### src/rtl/pbr_pkg.sv
package pbr_pkg;

    typedef enum logic [1:0] {
        SZ_BYTE = 2'd0,
        SZ_HALF = 2'd1,
        SZ_WORD = 2'd2,
        SZ_WIDE = 2'd3
    } xfer_size_e;

    typedef enum logic [1:0] {
        PH_IDLE   = 2'd0,
        PH_PEND   = 2'd1,
        PH_SETUP  = 2'd2,
        PH_ACCESS = 2'd3
    } phase_e;

endpackage

### src/rtl/pbr_tick_gen.sv
module pbr_tick_gen #(
    parameter int SEL_W    = 3,
    parameter int MAX_LOG2 = 4
) (
    input  logic             clk,
    input  logic             rst_n,
    input  logic [SEL_W-1:0] div_sel,
    output logic             tick
);
    localparam int CNT_W = (MAX_LOG2 < 1) ? 1 : MAX_LOG2;

    logic [CNT_W-1:0] cnt_d, cnt_q;
    logic [CNT_W-1:0] mask;
    logic [SEL_W-1:0] eff_sel;

    always_comb begin
        eff_sel = (div_sel > SEL_W'(MAX_LOG2)) ? SEL_W'(MAX_LOG2) : div_sel;
        for (int i = 0; i < CNT_W; i++) begin
            mask[i] = (int'(eff_sel) > i);
        end
        tick  = ((cnt_q & mask) == mask);
        cnt_d = (cnt_q + CNT_W'(1)) & mask;
    end

    always_ff @(posedge clk) begin
        if (!rst_n) cnt_q <= '0;
        else        cnt_q <= cnt_d;
    end

endmodule

### src/rtl/pbr_lane_fill.sv
module pbr_lane_fill
    import pbr_pkg::*;
#(
    parameter int DATA_W = 32
) (
    input  xfer_size_e              size,
    input  logic [$clog2(DATA_W/8)-1:0] lane,
    input  logic [DATA_W-1:0]       din,
    output logic [DATA_W-1:0]       dout
);
    localparam int BYTES  = DATA_W / 8;
    localparam int LANE_W = $clog2(BYTES);

    logic [7:0]  sel_byte;
    logic [15:0] sel_half;

    always_comb begin
        sel_byte = din[8*lane +: 8];
        sel_half = din[16*lane[LANE_W-1] +: 16];
    end

    for (genvar g = 0; g < BYTES; g++) begin : g_lane
        always_comb begin
            unique case (size)
                SZ_BYTE: dout[g*8 +: 8] = sel_byte;
                SZ_HALF: dout[g*8 +: 8] = sel_half[(g%2)*8 +: 8];
                default: dout[g*8 +: 8] = din[g*8 +: 8];
            endcase
        end
    end

endmodule

### src/rtl/sysbus_to_pbus_bridge.sv
module sysbus_to_pbus_bridge
    import pbr_pkg::*;
#(
    parameter int ADDR_W   = 32,
    parameter int PADDR_W  = 16,
    parameter int PORT_BIT = 16,
    parameter int SEL_W    = 3,
    parameter int MAX_LOG2 = 4
) (
    input  logic               clk,
    input  logic               rst_n,
    input  logic [SEL_W-1:0]   div_sel0,
    input  logic [SEL_W-1:0]   div_sel1,
    input  logic               sys_valid,
    input  logic [ADDR_W-1:0]  sys_addr,
    input  logic               sys_write,
    input  logic [1:0]         sys_size,
    input  logic [31:0]        sys_wdata,
    output logic               sys_ready,
    output logic               sys_done,
    output logic [31:0]        sys_rdata,
    output logic               sys_err,
    output logic [PADDR_W-1:0] paddr,
    output logic               pwrite,
    output logic [31:0]        pwdata,
    output logic               psel0,
    output logic               penable0,
    input  logic               pready0,
    input  logic [31:0]        prdata0,
    input  logic               pslverr0,
    output logic               psel1,
    output logic               penable1,
    input  logic               pready1,
    input  logic [31:0]        prdata1,
    input  logic               pslverr1
);
    localparam int DATA_W  = 32;
    localparam int N_PORTS = 2;

    typedef struct packed {
        phase_e              phase;
        logic                port;
        logic [PADDR_W-1:0]  addr;
        logic                write;
        logic [DATA_W-1:0]   wdata;
        logic                done;
        logic [DATA_W-1:0]   rdata;
        logic                err;
    } bridge_state_t;

    bridge_state_t st_d, st_q;

    logic [SEL_W-1:0]  div_sel_a [N_PORTS];
    logic [DATA_W-1:0] prdata_a  [N_PORTS];
    logic [N_PORTS-1:0] tick, pready_a, pslverr_a, psel_a, penable_a;
    logic [DATA_W-1:0] filled_wdata;

    assign div_sel_a[0] = div_sel0;
    assign div_sel_a[1] = div_sel1;
    assign prdata_a[0]  = prdata0;
    assign prdata_a[1]  = prdata1;
    assign pready_a     = {pready1, pready0};
    assign pslverr_a    = {pslverr1, pslverr0};

    for (genvar p = 0; p < N_PORTS; p++) begin : g_div
        pbr_tick_gen #(
            .SEL_W    (SEL_W),
            .MAX_LOG2 (MAX_LOG2)
        ) u_tick (
            .clk     (clk),
            .rst_n   (rst_n),
            .div_sel (div_sel_a[p]),
            .tick    (tick[p])
        );
    end

    pbr_lane_fill #(
        .DATA_W (DATA_W)
    ) u_fill (
        .size (xfer_size_e'(sys_size)),
        .lane (sys_addr[1:0]),
        .din  (sys_wdata),
        .dout (filled_wdata)
    );

    always_comb begin
        st_d      = st_q;
        st_d.done = 1'b0;
        unique case (st_q.phase)
            PH_IDLE: begin
                if (sys_valid) begin
                    st_d.phase = PH_PEND;
                    st_d.port  = sys_addr[PORT_BIT];
                    st_d.addr  = {sys_addr[PADDR_W-1:2], 2'b00};
                    st_d.write = sys_write;
                    st_d.wdata = filled_wdata;
                end
            end
            PH_PEND: begin
                if (tick[st_q.port]) st_d.phase = PH_SETUP;
            end
            PH_SETUP: begin
                if (tick[st_q.port]) st_d.phase = PH_ACCESS;
            end
            PH_ACCESS: begin
                if (tick[st_q.port] && pready_a[st_q.port]) begin
                    st_d.phase = PH_IDLE;
                    st_d.done  = 1'b1;
                    st_d.rdata = st_q.write ? '0 : prdata_a[st_q.port];
                    st_d.err   = pslverr_a[st_q.port];
                end
            end
            default: st_d.phase = PH_IDLE;
        endcase
    end

    always_ff @(posedge clk) begin
        if (!rst_n) begin
            st_q <= '{phase: PH_IDLE, port: 1'b0, addr: '0, write: 1'b0,
                      wdata: '0, done: 1'b0, rdata: '0, err: 1'b0};
        end else begin
            st_q <= st_d;
        end
    end

    for (genvar p = 0; p < N_PORTS; p++) begin : g_sel
        always_comb begin
            psel_a[p]    = (st_q.port == 1'(p)) &&
                           ((st_q.phase == PH_SETUP) || (st_q.phase == PH_ACCESS));
            penable_a[p] = (st_q.port == 1'(p)) && (st_q.phase == PH_ACCESS);
        end
    end

    assign psel0     = psel_a[0];
    assign penable0  = penable_a[0];
    assign psel1     = psel_a[1];
    assign penable1  = penable_a[1];
    assign paddr     = st_q.addr;
    assign pwrite    = st_q.write;
    assign pwdata    = st_q.wdata;
    assign sys_ready = (st_q.phase == PH_IDLE);
    assign sys_done  = st_q.done;
    assign sys_rdata = st_q.rdata;
    assign sys_err   = st_q.err;

endmodule

### config.mk
export PLATFORM = sky130hd
export DESIGN_NAME = sysbus_to_pbus_bridge
export DESIGN_NICKNAME = d
export VERILOG_FILES = /design/src/rtl/pbr_pkg.sv /design/src/rtl/pbr_tick_gen.sv /design/src/rtl/pbr_lane_fill.sv /design/src/rtl/sysbus_to_pbus_bridge.sv
export SDC_FILE = /design/constraint.sdc
export NUM_CORES = 1
export LEC_CHECK = 0
export ABC_AREA = 0
export ABC_CLOCK_PERIOD_IN_PS = 2900
export BUFFER_PORTS_ARGS = -buffer_cell sky130_fd_sc_hd__buf_2
export CAP_MARGIN = 10
export CORE_UTILIZATION = 42
export CTS_CLUSTER_DIAMETER = 150
export DETAILED_ROUTE_END_ITERATION = 6
export PLACE_DENSITY = 0.72
export SETUP_SLACK_MARGIN = 0.1
export SLEW_MARGIN = 40
export SYNTH_ARGS = -nofsm -noshare
export SYNTH_HDL_FRONTEND = slang
export SYNTH_SLANG_ARGS = --single-unit
### constraint.sdc
create_clock -name clk -period 2.9 [get_ports clk]
set_input_delay 0.29 -clock clk [delete_from_list [all_inputs] [get_ports clk]]
set_output_delay 0.29 -clock clk [all_outputs]
set_load 0.01 [all_outputs]
### Yosys cells after proc, flatten, opt, wreduce, memory -nomap -nowiden

Index checks and enable logic that the tools add are counted.

| cells by class | value |
|---|---|
| $add $sub $neg | 2 |
| order comparisons | 12 |
| eq/ne operators | 10 |
| shift-type cells | 2 |
| multiplexer cells | 22 |
| bitwise gates (word level) | 6 |
| reduce and logical (&&, ||, !) cells | 12 |

Operators with widths:

| cell | count |
|---|---|
| 2-to-1 mux 32 bit | 4 |
| one-hot mux 8 bit (2 select lines) | 4 |
| 2-to-1 mux 52 bit | 1 |
| 2-to-1 mux 34 bit | 1 |
| indexed part select 32 x 6 -> 16 bit | 1 |
| indexed part select 32 x 6 -> 8 bit | 1 |
| AND 4 bit | 4 |
| > comparator 3 x 1 -> 1 bit (second input constant) | 4 |
| > comparator 3 x 2 -> 1 bit (second input constant) | 4 |
| adder 4 x 1 -> 4 bit (second input constant) | 2 |
| equality test 4 bit | 2 |
| != test 2 bit (second input constant) | 4 |
| one-hot mux 2 bit (4 select lines) | 1 |
| > comparator 3 bit (second input constant) | 2 |
| 2-to-1 mux 1 bit | 6 |
| 2-to-1 mux 2 bit | 3 |
| 2-to-1 mux 3 bit | 2 |
| AND reduction 2 bit | 3 |
| logical AND 1 bit | 5 |
| equality test 2 x 1 -> 1 bit (second input constant) | 2 |
| equality test 2 bit (second input constant) | 2 |
| logical NOT 2 bit | 2 |
| AND reduction 4 bit | 1 |
| greater-or-equal comparator 2 bit (second input constant) | 1 |
| other kinds (4) | 4 |

| storage, ports and cells | value |
|---|---|
| register bits | 92 |
| input bits | 144 |
| output and inout port bits | 88 |
| word-level logic and storage cells | 76 |

### Longest topological paths before layout

| depth | value |
|---|---|
| depth after elaboration | 10 |
| mapped depth | 8 |
| depth with buffers taken out | 6 |

### Hierarchy

A second synthesis with hierarchy kept.

| unflattened totals | value |
|---|---|
| cell total of the unflattened synthesis | 634 |
| area total of the unflattened synthesis | 5482.8 µm² |

Modules (own cells, without submodules):

| module | times used | cells each | area each (µm²) | seq. area each (µm²) |
|---|---|---|---|---|
| sysbus_to_pbus_bridge | 1 | 502 | 4406.7 | 1681.6 |
| pbr_lane_fill | 1 | 92 | 705.7 | 0.0 |
| pbr_tick_gen | 2 | 20 | 185.2 | 80.1 |

### Worst setup path after synthesis

No wires, ideal clock.

| path | value |
|---|---|
| kind | register -> register |
| start | register st_q[84] (netlist bit) |
| end | register st_q, in the netlist pwdata[12] |
| setup time | 119 ps |
| arrival time | 1667 ps |
| required time | 2781 ps |
| slack | 1114 ps |
| stages on the path, launching flop included | 8 |
| path buffers | 2 |
| clock period less this slack | 1786 ps |
| cell sequence | dfxtp_1 -> inv_1 -> ha_1 -> and2_1 -> clkbuf_1 -> clkbuf_1 -> o21ai_1 -> o221a_1 |

| on the way | value |
|---|---|
| word-level cells in the longest chain between the ends | 2 |

Ends and longest elaborated chain:

| what | line | text |
|---|---|---|
| start, declared | sysbus_to_pbus_bridge.sv:51 | `bridge_state_t st_d, st_q;` |
| start signal, assigned | sysbus_to_pbus_bridge.sv:119 | `st_q <= '{phase: PH_IDLE, port: 1'b0, addr: '0, write: 1'b0,` |
| start signal, assigned | sysbus_to_pbus_bridge.sv:122 | `st_q <= st_d;` |
| logical NOT 2 bit | -- |  |
| via sys_ready | sysbus_to_pbus_bridge.sv:19 | `output logic sys_ready,` |
| AND reduction 2 bit (no source line) | -- |  |

The timed path passes the listed nets, and every way through them passes these cells.
A chain may end at the register's enable or synchronous reset.

### Worst setup path in the final report

| path | value |
|---|---|
| start | register g_div[1].u_tick.cnt_q[0] |
| end | register st_q, in the netlist sys_rdata[26] |

| on the way | value |
|---|---|
| word-level cells in the longest chain between the ends | 6 |

Ends and longest elaborated chain:

| what | line | text |
|---|---|---|
| start, declared | pbr_tick_gen.sv:12 | `logic [CNT_W-1:0] cnt_d, cnt_q;` |
| start signal, assigned | pbr_tick_gen.sv:27 | `else cnt_q <= cnt_d;` |
| AND 4 bit | pbr_tick_gen.sv:21 | `tick = ((cnt_q & mask) == mask);` |
| equality test 4 bit | pbr_tick_gen.sv:21 |  |
| 2-to-1 mux 1 bit (implied by the code) (2 in a row) | sysbus_to_pbus_bridge.sv:106 | `if (tick[st_q.port] && pready_a[st_q.port]) begin` |
| logical AND 1 bit | sysbus_to_pbus_bridge.sv:106 |  |
| AND reduction 2 bit (no source line) | -- |  |

No other way between the ends. The select of a mux whose other input is x is not followed.

==> summary.md <==
| Metric | Value |
|---|---|
| Die Height | `115 µm` |
| Clk slew on worst S/H paths | `60 ps` |
| Post-DR vias/cell | `4.95` |
| Most frequent cells in the layout | `buf_2, nand2_1, dfxtp_1, mux2i_1, mux2_2` |
| Nets | `859` |
| Yosys synthesis warning count | `0` |
| Yosys top cell area share | `34.5%` |
| RSZ-0062 raised after global routing | `no` |
| Delay of the slowest critical-path stage | `460 ps` |
| Syn Inst Count | `596` |
| Main synth FF type | `dfxtp_1` |
| Post-route antenna net violation count | `0` |
| Max VDD drop | `689 µV` |
| Skew final | `7.87 ps` |
| CTS root buffer | `clkbuf_16` |
| Total number of vias | `4368` |
| Worst slew margin | `54.3%` |
| Net Sw Frac | `30.9%` |
| Worst path cell trace | `and2b_2, o311ai_2, a22o_2, and3b_2, buf_4, mux2i_1` |
| Congestion Overflow GR | `0` |
| Clock Sinks | `92` |
| Leak | `2.84 nW` |
| Post-route setup TNS | `0 ps` |
| Clk_lat worst skew | `340 ps` |
| Antenna violations before repair | `0` |
| Crit path launch type | `flip-flop` |
| Dpl hpwl | `9460 µm` |
| Most common cell after layout, fill and taps aside | `buf_2` |
| DRT Wirelength | `12600 µm` |
| TritonRoute pass-1 iters | `4` |
| Worst min-delay path class | `in2reg` |
| RePlAce Congestion | `0.823` |
| PwrDens | `668 mW/mm²` |
| Worst r2r src | `g_div[1].u_tick.cnt_q[0]` |
| Number of synthesized flops with an enable pin | `0` |
| Synth top area cells | `dfxtp_1, buf_4, mux2_2, mux2i_1, nand2_1` |
| CTS tree | `built` |
| Clock power share | `33.1%` |
| Setup CP Type | `reg2reg` |
| Pint | `0.00286 W` |
| Share of cells above drive strength 1 | `40.5%` |
| Number of global-route vias before repair | `4293` |
| Buf+Inv Stages, Crit Path | `1` |
| Hold_sp | `sys_addr[2]` |
| Diodes inserted | `0` |
| Reg2reg end | `sys_rdata[26]` |
| Worst EP arrival | `2380 ps` |
| Std cell rows | `40` |
| Sequential area share after synthesis | `34.5%` |
| Tmin final | `2120 ps` |
| Mean Syn Cell Area | `8.96 µm²` |
| Worst reg-to-reg path cell count | `6` |
| Drt initial violations | `220` |
| Delay-heaviest family, CP | `compound AO/OA/AOI/OAI gates` |
| Critical Path RT | `3160 ps` |
| CP endpoint kind | `flip-flop` |
| Die width | `115 µm` |
| #FFs+latches synth | `92` |
| Setup bufs post-CTS | `0` |
| Ys async rst share | `0%` |
| Initial Util | `43.7%` |
| Slew Viols, Final | `0` |
| Cts bufs inserted | `9` |
| Largest net degree at the start of global routing | `49` |
| CP max FO | `34` |
| Combinational power share | `29.4%` |
| Layout Utilization | `50.7%` |
| Routed WL per cell | `14.3 µm` |
| CP max stage cell | `buf_4` |
| Port Buffer Count | `214` |
| Worst hold path cell count | `3` |
| Reg power frac | `37.5%` |
| Fmax | `472 MHz` |
| Worst reg2reg setup slack | `780 ps` |
| Maxcap violations | `0` |
| Distinct cell type count after synthesis | `42` |
| I/O Pins | `232` |
| Max Root-Sink Buffers | `2` |
| First-pass GRT wire length | `20000 µm` |
| Post-route DRC violation count | `0` |
| Hold Vio Cnt, Final | `0` |
| GR Util All Layers | `19.1%` |
| Actual slew at the worst max-slew pin | `685 ps` |
| Net Switching | `0.00128 W` |
| Synth area leader | `dfxtp_1` |
| Status | `completed` |
| Post-cts repair resize count | `0` |
| Hold buffer count at cts | `0` |
| Fin crit share | `73.0%` |
| Mapped cell area | `0.00534 mm²` |
| Finish-stage setup viols | `0` |
| Depth of the CTS H-tree | `3` |
| Die footprint | `0.0132 mm²` |
| CORE AREA | `0.0122 mm²` |
| Hold Path End | `paddr[2]` |
| Area added between synthesis and finish | `16.1%` |
kinds of logic (layout without fill, tap and decap cells):
group | Yosys count | in the layout | share of synthesized area (%)
fa+ha+maj | 6 | 6 | 1.41
simple gates | 194 | 194 | 16.7
flops | 92 | 92 | 34.5
compound gates | 93 | 93 | 14.1
xor+xnor | 4 | 4 | 0.656
buf+inv | 123 | 240 | 16.0
mux | 83 | 83 | 16.5
other cells | 1 | 2 | 0.0703
worst max-delay path by stage:
stage          slack [ps]                      from            end  cells past startpoint
2_1_floorplan        1110                  st_q[84]     pwdata[12]                      7
3_3_place_gp          810               div_sel0[1]  sys_rdata[23]                      7
3_5_place_dp          750               div_sel1[1]  sys_rdata[26]                      7
4_1_cts               770  g_div[1].u_tick.cnt_q[0]  sys_rdata[26]                      6
5_1_grt               640  g_div[0].u_tick.cnt_q[0]  sys_rdata[18]                      6
6_report              780  g_div[1].u_tick.cnt_q[0]  sys_rdata[26]                      6
final cells by class:
class / instances / area, µm²
inverters: 2 / 7.51
multi-input cells: 382 / 2660
clock inverters: 6 / 111
clock buffers: 10 / 239
repair buffers: 222 / 1130
flip-flops and latches: 92 / 1840
well taps: 168 / 210
fillers: 1183 / 6010
per-stage QoR:
step	std cells	hold WS [ps]	setup slack [ps]	area, µm²	total power (W)
2_1_floorplan	597	422	1110	5340	0.00255
3_3_place_gp	866	438	807	5840	0.00274
3_5_place_dp	866	444	753	5840	0.00279
4_1_cts	882	164	774	6190	0.00418
5_1_grt	882	175	644	6200	0.00437
6_report	882	179	782	6200	0.00414
cells in the mapped netlist (5+ instances only):
| master | n |
|---|---|
| clkbuf_1 | 24 |
| dfxtp_1 | 92 |
| and2_1 | 35 |
| o221a_1 | 32 |
| nand2_1 | 106 |
| buf_2 | 6 |
| a21oi_1 | 19 |
| ha_1 | 6 |
| buf_4 | 81 |
| nor2b_1 | 5 |
| mux2_2 | 40 |
| nand3_1 | 8 |
| nor2_1 | 24 |
| o21ai_1 | 16 |
| mux2i_1 | 42 |
| a21boi_1 | 16 |
power groups by stage:
stage / Combinational, W / Sequential, W / Clock, W
finish: 0.00121 / 0.00155 / 0.00137
global route: 0.00134 / 0.00158 / 0.00145
CTS: 0.00122 / 0.00155 / 0.00141
detailed placement: 0.00121 / 0.00158 / 0
global placement: 0.00117 / 0.00157 / 0
floorplan: 0.00100 / 0.00155 / 0
layer usage:
layer / routed length (µm) / track usage (%)
met1: 5470 / 22.9
met2: 6270 / 33.6
met3: 602 / 3.43
met4: 239 / 8.48
met5: 0 / 0
state kept, by name, indices dropped and copies added, names as in the netlist:
signal and cells:
st_q 3, g_div.u_tick.cnt_q 8, sys_err 1, pwrite 1, sys_done 1, pwdata 32
sys_rdata 32, paddr 14
worst min-delay path: cells and delay by family:
| family | cells | cell delay [ps] |
|---|---|---|
| AOI/OAI and AO/OA | 1 | 50 |
| and+or+nand+nor | 1 | 40 |
| buffers and inverters | 1 | 90 |
(Power assumes the default switching activity.)
